--- config.mk ---
export PLATFORM = sky130hd
export DESIGN_NAME = rfb_bridge
export DESIGN_NICKNAME = d
export VERILOG_FILES = /design/src/rtl/rfb_pkg.sv /design/src/rtl/rfb_panel_seq.sv /design/src/rtl/rfb_xfer_ctl.sv /design/src/rtl/rfb_bridge.sv
export SDC_FILE = /design/constraint.sdc
export NUM_CORES = 1
export LEC_CHECK = 0
export BUFFER_PORTS_ARGS = -buffer_cell sky130_fd_sc_hd__buf_2
export CAP_MARGIN = 20
export CORE_MARGIN = 8
export CORE_UTILIZATION = 56
export CTS_CLUSTER_DIAMETER = 120
export CTS_CLUSTER_SIZE = 30
export DETAILED_ROUTE_END_ITERATION = 16
export PLACE_DENSITY = 0.74
export REMOVE_ABC_BUFFERS = 1
export SLEW_MARGIN = 40
export SYNTH_ARGS = -nofsm -noshare
export SYNTH_HDL_FRONTEND = slang
export SYNTH_SLANG_ARGS = --single-unit
--- constraint.sdc ---
create_clock -name clk -period 4 [get_ports clk]
set_input_delay 1 -clock clk [delete_from_list [all_inputs] [get_ports clk]]
set_output_delay 1 -clock clk [all_outputs]
set_load 0.02 [all_outputs]
--- src/rtl/rfb_pkg.sv ---
package rfb_pkg;
  localparam int REG_AW = 5;
  localparam int PNL_W  = 16;

  typedef enum logic [REG_AW-1:0] {
    IX_CTRL    = 5'd0,
    IX_SYSCFG  = 5'd1,
    IX_SYSSTAT = 5'd2,
    IX_PIXCNT  = 5'd3,
    IX_LINE    = 5'd4,
    IX_CMD     = 5'd5,
    IX_PARAM   = 5'd6,
    IX_DATA    = 5'd7,
    IX_READ    = 5'd8,
    IX_STAT    = 5'd9,
    IX_CFGA    = 5'd10,
    IX_CFGB    = 5'd11,
    IX_STORE0  = 5'd12
  } reg_ix_e;

  localparam logic [31:0] CFG_RESET  = 32'h0031_0000;
  localparam logic [31:0] CFG_MASK   = 32'h003F_1FFF;
  localparam logic [3:0]  CTRL_RESET = 4'h2;
  localparam logic [4:0]  IDLE_MASK  = 5'h19;

  // sysstatus word: bit 0 always set, bit 8 mirrors busy
  function automatic logic [31:0] sysstat_word(input logic busy);
    return {23'd0, busy, 7'd0, 1'b1};
  endfunction

  // read source: chip 0 wins when both are enabled
  function automatic logic [1:0] read_chip(input logic [1:0] en);
    if (en[0]) return 2'b01;
    if (en[1]) return 2'b10;
    return 2'b00;
  endfunction

  // transfer arm condition, judged on the control value being written
  function automatic logic start_ok(input logic [31:0] wv, input logic busy,
                                    input logic mode);
    return wv[4] & wv[0] & ~wv[1] & ~busy & mode;
  endfunction
endpackage

--- src/rtl/rfb_panel_seq.sv ---
module rfb_panel_seq
  import rfb_pkg::*;
#(
  parameter int SETUP  = 1,
  parameter int STROBE = 2,
  parameter int HOLD   = 1
) (
  input  logic               clk,
  input  logic               rst_n,
  input  logic               req,
  input  logic               req_rd,
  input  logic               req_dc,
  input  logic               req_two,
  input  logic [1:0]         req_cs,
  input  logic [2*PNL_W-1:0] req_word,
  output logic               active,
  output logic [PNL_W-1:0]   rx_word,
  output logic [1:0]         pnl_cs_n,
  output logic               pnl_dc,
  output logic               pnl_wr_n,
  output logic               pnl_rd_n,
  output logic [PNL_W-1:0]   pnl_dout,
  output logic               pnl_oe,
  input  logic [PNL_W-1:0]   pnl_din
);
  localparam int LAST_I = SETUP + STROBE + HOLD - 1;
  localparam int PW     = $clog2(LAST_I + 1);
  localparam logic [PW-1:0] P_LAST = PW'(LAST_I);
  localparam logic [PW-1:0] P_SON  = PW'(SETUP);
  localparam logic [PW-1:0] P_CAP  = PW'(SETUP + STROBE - 1);

  logic               act_q, beat_q, two_q, rd_q, dc_q;
  logic [1:0]         cs_q;
  logic [2*PNL_W-1:0] word_q;
  logic [PW-1:0]      ph_q;
  logic [PNL_W-1:0]   rx_q;

  logic stb_win, cap_evt, end_evt;
  assign stb_win = act_q && (ph_q >= P_SON) && (ph_q <= P_CAP);
  assign cap_evt = act_q && rd_q && (ph_q == P_CAP);
  assign end_evt = act_q && (ph_q == P_LAST) && !(two_q && !beat_q);

  always_ff @(posedge clk or negedge rst_n) begin
    if (!rst_n) begin
      act_q <= 1'b0; beat_q <= 1'b0; two_q <= 1'b0; rd_q <= 1'b0; dc_q <= 1'b0;
      cs_q <= 2'b00; word_q <= '0; ph_q <= '0; rx_q <= '0;
    end else if (req && !act_q) begin
      act_q <= 1'b1; ph_q <= '0; beat_q <= 1'b0;
      two_q <= req_two; rd_q <= req_rd; dc_q <= req_dc;
      cs_q <= req_cs; word_q <= req_word;
    end else if (act_q) begin
      if (cap_evt) rx_q <= pnl_din;
      if (ph_q == P_LAST) begin
        if (end_evt) act_q <= 1'b0;
        else begin beat_q <= 1'b1; ph_q <= '0; end
      end else begin
        ph_q <= ph_q + 1'b1;
      end
    end
  end

  assign active   = act_q;
  assign rx_word  = rx_q;
  assign pnl_cs_n = act_q ? ~cs_q : 2'b11;
  assign pnl_dc   = act_q & dc_q;
  assign pnl_wr_n = ~(stb_win & ~rd_q);
  assign pnl_rd_n = ~(stb_win & rd_q);
  assign pnl_oe   = act_q & ~rd_q;
  assign pnl_dout = (act_q && !rd_q) ? (beat_q ? word_q[2*PNL_W-1:PNL_W] : word_q[PNL_W-1:0])
                                     : '0;

  // a strobe is never low without a chip select low
  p_strobe_cs_r6: assert property (@(posedge clk) disable iff (!rst_n)
    (!pnl_wr_n || !pnl_rd_n) |-> (pnl_cs_n != 2'b11));
  // write and read strobes never overlap
  p_strobe_excl_r6: assert property (@(posedge clk) disable iff (!rst_n)
    !(!pnl_wr_n && !pnl_rd_n));
  // a read cycle selects exactly one chip
  p_read_one_cs_r7: assert property (@(posedge clk) disable iff (!rst_n)
    (!pnl_rd_n) |-> ($countones(~pnl_cs_n) == 1));
  // write data holds still within a beat
  p_dout_stable_r5: assert property (@(posedge clk) disable iff (!rst_n)
    (act_q && ph_q != '0 && $past(act_q)) |-> $stable(pnl_dout));
endmodule

--- src/rtl/rfb_xfer_ctl.sv ---
module rfb_xfer_ctl #(
  parameter int PIX_W = 16
) (
  input  logic             clk,
  input  logic             rst_n,
  input  logic             soft_rst,
  input  logic             pix_wr,
  input  logic [PIX_W-1:0] pix_wdata,
  input  logic             dec_evt,
  input  logic             start_evt,
  output logic [PIX_W-1:0] pix,
  output logic             busy,
  output logic             done
);
  logic [PIX_W-1:0] pix_q;
  logic             busy_q, done_q;
  logic             last_evt;

  // the access that takes the count from one to zero ends an armed transfer
  assign last_evt = dec_evt && busy_q && (pix_q == PIX_W'(1));

  always_ff @(posedge clk or negedge rst_n) begin
    if (!rst_n) begin
      pix_q <= '0; busy_q <= 1'b0; done_q <= 1'b0;
    end else begin
      done_q <= 1'b0;
      if (soft_rst) begin
        pix_q <= '0; busy_q <= 1'b0;
      end else begin
        if (pix_wr)    pix_q  <= pix_wdata;
        if (start_evt) busy_q <= 1'b1;
        if (dec_evt)   pix_q  <= pix_q - 1'b1;
        if (last_evt) begin busy_q <= 1'b0; done_q <= 1'b1; end
      end
    end
  end

  assign pix  = pix_q;
  assign busy = busy_q;
  assign done = done_q;

  // an accepted arm raises busy on the next clock
  p_start_busy_r9: assert property (@(posedge clk) disable iff (!rst_n)
    (start_evt && !soft_rst) |=> busy_q);
  // frame done is a single-clock pulse
  p_done_pulse_r10: assert property (@(posedge clk) disable iff (!rst_n)
    done_q |=> !done_q);
  // busy is low whenever done is shown
  p_done_idle_r10: assert property (@(posedge clk) disable iff (!rst_n)
    done_q |-> !busy_q);
  // busy only falls by countdown or soft reset
  p_busy_fall_r10: assert property (@(posedge clk) disable iff (!rst_n)
    ($fell(busy_q) && !$past(soft_rst)) |-> done_q);
endmodule

--- src/rtl/rfb_bridge.sv ---
module rfb_bridge
  import rfb_pkg::*;
#(
  parameter int PIX_W  = 16,
  parameter int LINE_W = 11,
  parameter int NSTORE = 10
) (
  input  logic              clk,
  input  logic              rst_n,
  input  logic              bus_wr,
  input  logic [REG_AW-1:0] bus_addr,
  input  logic [31:0]       bus_wdata,
  output logic [31:0]       bus_rdata,
  output logic              bus_wait,
  input  logic              host_frame_mode,
  output logic              frame_done,
  output logic [1:0]        pnl_cs_n,
  output logic              pnl_dc,
  output logic              pnl_wr_n,
  output logic              pnl_rd_n,
  output logic [PNL_W-1:0]  pnl_dout,
  output logic              pnl_oe,
  input  logic [PNL_W-1:0]  pnl_din
);
  localparam int NREG = 1 << REG_AW;

  logic [3:0]        ctrl_q;
  logic [4:0]        idle_q;
  logic [LINE_W-1:0] line_q;
  logic [31:0]       cfg_q [2];
  logic [31:0]       store_q [NSTORE];

  logic              seq_active;
  logic [PNL_W-1:0]  rx_word;
  logic [PIX_W-1:0]  pix;
  logic              busy;

  // one-hot write select for the taken write
  logic [NREG-1:0] wsel;
  logic            wr_ok, soft_rst, launch_wr, launch_rd, dec_evt, start_evt;
  logic [1:0]      cs_en, rd_cs;

  assign wr_ok     = bus_wr & ~seq_active;
  assign wsel      = wr_ok ? (NREG'(1) << bus_addr) : '0;
  assign soft_rst  = wsel[IX_SYSCFG] & bus_wdata[1];
  assign cs_en     = ctrl_q[3:2];
  assign rd_cs     = read_chip(cs_en);
  assign launch_wr = (wsel[IX_CMD] | wsel[IX_PARAM] | wsel[IX_DATA]) & (|cs_en);
  assign launch_rd = (wsel[IX_READ] | wsel[IX_STAT]) & (|rd_cs);
  assign dec_evt   = wsel[IX_DATA] | wsel[IX_READ] | wsel[IX_STAT];
  assign start_evt = wsel[IX_CTRL] & start_ok(bus_wdata, busy, host_frame_mode);

  always_ff @(posedge clk or negedge rst_n) begin
    if (!rst_n) begin
      ctrl_q <= CTRL_RESET; idle_q <= '0; line_q <= '0;
      cfg_q[0] <= CFG_RESET; cfg_q[1] <= CFG_RESET;
    end else if (soft_rst) begin
      ctrl_q <= CTRL_RESET; line_q <= '0;
      cfg_q[0] <= CFG_RESET; cfg_q[1] <= CFG_RESET;
      idle_q <= bus_wdata[4:0] & IDLE_MASK;
    end else begin
      if (wsel[IX_CTRL])   ctrl_q   <= bus_wdata[3:0];
      if (wsel[IX_SYSCFG]) idle_q   <= bus_wdata[4:0] & IDLE_MASK;
      if (wsel[IX_LINE])   line_q   <= bus_wdata[LINE_W-1:0];
      if (wsel[IX_CFGA])   cfg_q[0] <= bus_wdata & CFG_MASK;
      if (wsel[IX_CFGB])   cfg_q[1] <= bus_wdata & CFG_MASK;
    end
  end

  for (genvar g = 0; g < NSTORE; g++) begin : g_store
    always_ff @(posedge clk or negedge rst_n) begin
      if (!rst_n)                         store_q[g] <= '0;
      else if (soft_rst)                  store_q[g] <= '0;
      else if (wsel[int'(IX_STORE0) + g]) store_q[g] <= bus_wdata;
    end
  end

  rfb_panel_seq u_seq (
    .clk      (clk),
    .rst_n    (rst_n),
    .req      (launch_wr | launch_rd),
    .req_rd   (launch_rd),
    .req_dc   (~(wsel[IX_CMD] | wsel[IX_STAT])),
    .req_two  (wsel[IX_DATA]),
    .req_cs   (launch_rd ? rd_cs : cs_en),
    .req_word (bus_wdata),
    .active   (seq_active),
    .rx_word  (rx_word),
    .pnl_cs_n (pnl_cs_n),
    .pnl_dc   (pnl_dc),
    .pnl_wr_n (pnl_wr_n),
    .pnl_rd_n (pnl_rd_n),
    .pnl_dout (pnl_dout),
    .pnl_oe   (pnl_oe),
    .pnl_din  (pnl_din)
  );

  rfb_xfer_ctl #(.PIX_W(PIX_W)) u_xfer (
    .clk       (clk),
    .rst_n     (rst_n),
    .soft_rst  (soft_rst),
    .pix_wr    (wsel[IX_PIXCNT]),
    .pix_wdata (bus_wdata[PIX_W-1:0]),
    .dec_evt   (dec_evt),
    .start_evt (start_evt),
    .pix       (pix),
    .busy      (busy),
    .done      (frame_done)
  );

  assign bus_wait = seq_active;

  always_comb begin
    bus_rdata = '0;
    case (bus_addr)
      IX_CTRL:         bus_rdata = {28'd0, ctrl_q};
      IX_SYSCFG:       bus_rdata = {27'd0, idle_q};
      IX_SYSSTAT:      bus_rdata = sysstat_word(busy);
      IX_PIXCNT:       bus_rdata = {{(32-PIX_W){1'b0}}, pix};
      IX_LINE:         bus_rdata = {{(32-LINE_W){1'b0}}, line_q};
      IX_READ, IX_STAT: bus_rdata = {16'd0, rx_word};
      IX_CFGA:         bus_rdata = cfg_q[0];
      IX_CFGB:         bus_rdata = cfg_q[1];
      default: begin
        for (int i = 0; i < NSTORE; i++)
          if (int'(bus_addr) == int'(IX_STORE0) + i) bus_rdata = store_q[i];
      end
    endcase
  end

  // a strobe only happens while the bus master is held off
  p_strobe_wait_r6: assert property (@(posedge clk) disable iff (!rst_n)
    (!pnl_wr_n || !pnl_rd_n) |-> bus_wait);
  // frame done only follows a counting access
  p_done_after_dec_r10: assert property (@(posedge clk) disable iff (!rst_n)
    frame_done |-> $past(dec_evt));
endmodule

==> impl_results.md <==
* Status: finished, violations left
* Failing checks: negative setup slack
* Initial Util at 56.9%
* Antenna viol nets, final at 0
* Final worst setup slack at -31.1 ps
* Final Hold Viols at 0
* Drt first pass iters at 6
* Ys Warns at 0
* Core area at 38800 sq um
* Largest net degree at the start of global routing at 117
* Gate power share at 24.0%
* Max cap viols at 0
* Global route overflow at 0
* Ports at 113
* Layout cells sized above 1 at 15.7%
* Crit-path max FO at 8
* Setup CP Type: in -> out
* Root Buffer: clkbuf_16
* P_int at 7.95 mW
* CTS buffer count at 19
* Element type at the critical path start: input port
* Sw Pwr at 3.96 mW
* Area grow syn2layout at 11.5%
* Synthesized flop and latch total at 451
* Tot Pwr at 11.9 mW
* Design area at 24700 sq um
* Worst EP required at 3000 ps
* DR iter-0 viols at 2755
* GRT Resource Usage Total at 33.5%
* Leakage power at 10.9 nW
* Switching Fraction at 33.2%
* Clock Latency Late Sink at 560 ps
* Final Wtd Congestion at 0.936
* Site Rows at 72
* Yosys cell types at 74
* Worst-case clock buffer depth at 3
* Hpwl dp at 53.2 mm
* Antenna violations before repair at 0
* Post-Synthesis Cells at 2526
* CTS H-tree lvls at 1
* VDD IR-drop max at 0.372 mV
* Syn Area/Cell at 8.75 sq um
* Final period util at 101%
* Num Clock Sinks at 451
* Synth async-reset ratio at 100%
* Slew HR at 45.5%
* Fmax at 0.248 GHz
* Final setup fails at 1
* Hold Buf Count CTS at 0
* Fill count at 3282
* Setup TNS Final at -31.1 ps
* Placed Area at 24000 sq um
* Routed via count at 20500
* Pre-CTS setup slack at -158 ps
* DR WL/cell at 25.5 um
* Final WL at 79.3 mm
* Vias per cell at 6.58
* Ys flop type: dfrtp_1
* Vias in the first global route at 20000
* Reg clk slew, reported paths at 120 ps
* Slew Limit Fails at 0
* Final hold slack at 398 ps
* Die Y at 215 um
* Tightest Pin Transition at 815 ps
* Commonest non-fill, non-tap cell in the layout: nand2_1
* Seq pwr share at 55.9%
* Crit end category: output port
* Mapped Area at 22100 sq um
* Sequential-to-total area share from yosys stat at 51.1%
* Worst Skew at 25.5 ps
* N_diodes at 0
* Crit path time final at 4030 ps
* Area of the multi-input gates at 9850 sq um
* Clock power share at 20.1%
* Crit path DAT at 3030 ps
* Full die area at 46100 sq um
* Fin nets at 2654
* EDFF count, synth at 0
* Pwr Density at 483 nW/um^2
* Die width at 215 um
* Area taken by flip-flops and latches at 11300 sq um
* CTS tree: yes
* HP Class: in -> async
* First-pass GRT wire length at 121 mm
* IO Port Bufs at 112
* Most frequent cells in the layout: nand2_1, dfrtp_1, a21oi_1
* DRC at 0
[routing by layer]
layer / part of all wire (%) / wire length (um) / global-route usage [%] / vias to the layer above
met1: 38 / 30100 / 44.6 / 10000
met3: 11 / 8740 / 6.25 / 280
li1: - / - / - / 8800
met2: 46 / 36700 / 53.2 / 1420
met4: 4.8 / 3780 / 14.6 / 0
met5: 0 / 0 / 0 / -
[stage by stage]
| step | utilization (%) | std cells |
|---|---|---|
| floorplan | - | 2294 |
| global placement | 61.9 | 3089 |
| detailed placement | 61.9 | 3089 |
| CTS | 63.3 | 3115 |
| global route | 63.5 | 3115 |
| finish | 63.5 | 3115 |
[cell families after synthesis]
group / synth area share [%]
flops: 51.1
buf+inv: 4.91
compound gates: 19.0
fa+ha+maj: 0.283
mux: 6.03
xor+xnor: 0.0396
simple gates: 18.6
[worst max-delay path: stages]
cell	delay, ps
buf_2	230
buf_4	220
nand4bb_1	170
buf_4	150
nor2_1	50
a221o_1	250
a221oi_1	480
o21ai_0	250
buf_2	220
[power groups by stage]
| stage | combinational [mW] | clock (mW) | sequential, mW |
|---|---|---|---|
| 6_report | 2.86 | 2.39 | 6.65 |
| 5_1_grt | 3.17 | 2.53 | 6.78 |
| 4_1_cts | 2.85 | 2.39 | 6.61 |
| 3_5_place_dp | 2.84 | 0 | 6.70 |
| 3_3_place_gp | 2.73 | 0 | 6.65 |
| 2_1_floorplan | 1.83 | 0 | 6.45 |
[synth_stat cells, drive strengths merged (12+ instances only)]
master | count | share of area [%]
a211oi | 16 | 0.54
a21oi | 406 | 9.2
a221o | 12 | 0.54
a221oi | 24 | 0.95
a222oi | 12 | 0.54
a22oi | 26 | 0.88
a2bb2oi | 12 | 0.48
buf | 104 | 2.5
clkbuf | 128 | 2.2
dfrtp | 444 | 50
inv | 15 | 0.25
mux2 | 59 | 3.0
mux2i | 60 | 2.7
nand2 | 757 | 13
nand3 | 26 | 0.59
nor2 | 112 | 1.9
nor2b | 12 | 0.34
nor3 | 18 | 0.43
o211ai | 13 | 0.44
o21ai | 86 | 1.9
o22ai | 21 | 0.59
o2bb2ai | 13 | 0.51
[cell type report]
class	count	area share, %
Clock inverter	2	0.157
Inverter	15	0.228
Timing Repair Buffer	277	9.21
Clock buffer	24	2.00
Sequential cell	451	45.8
Tap cell	518	2.63
Multi-Input combinational cell	1828	40.0
[path summary, 6_finish.rpt]
| kind | start | to | slack [ps] | cells after the start |
|---|---|---|---|---|
| setup / recovery | bus_addr[2] | bus_rdata[10] | -30 | 9 |
| hold / removal | rst_n | u_seq.rx_word[1]$_DFFE_PN0P_ | 400 | 1 |
| setup reg to reg | u_seq.active$_DFF_PN0_ | store_q[54]$_DFFE_PN0P_ | 1270 | 6 |
| hold reg to reg | cfg_q[53]$_DFFE_PN1P_ | cfg_q[53]$_DFFE_PN1P_ | 490 | 2 |
| max in group asynchronous | rst_n | store_q[54]$_DFFE_PN0P_ | 2730 | 2 |
| min in group clk | cfg_q[53]$_DFFE_PN1P_ | cfg_q[53]$_DFFE_PN1P_ | 490 | 2 |
[sequential cells by signal, summed over array words and instances (netlist names)]
name / cells
cfg_q: 38
ctrl_q: 4
idle_q: 3
line_q: 11
store_q: 320
u_seq.active: 1
u_seq.beat_q: 1
u_seq.cs_q: 2
u_seq.dc_q: 1
u_seq.ph_q: 2
u_seq.rd_q: 1
u_seq.rx_word: 16
u_seq.two_q: 1
u_seq.word_q: 32
u_xfer.busy: 1
u_xfer.done: 1
u_xfer.pix: 16
[repair_timing]
action,in CTS,in global routing
setup endpoints to repair,3,8
buffers inserted,0,0
endpoints found under the hold margin,0,0
gates resized for setup,5,16
gates cloned,0,0
pin swaps,0,1
No activity file was read; power rests on OpenSTA's default activity.
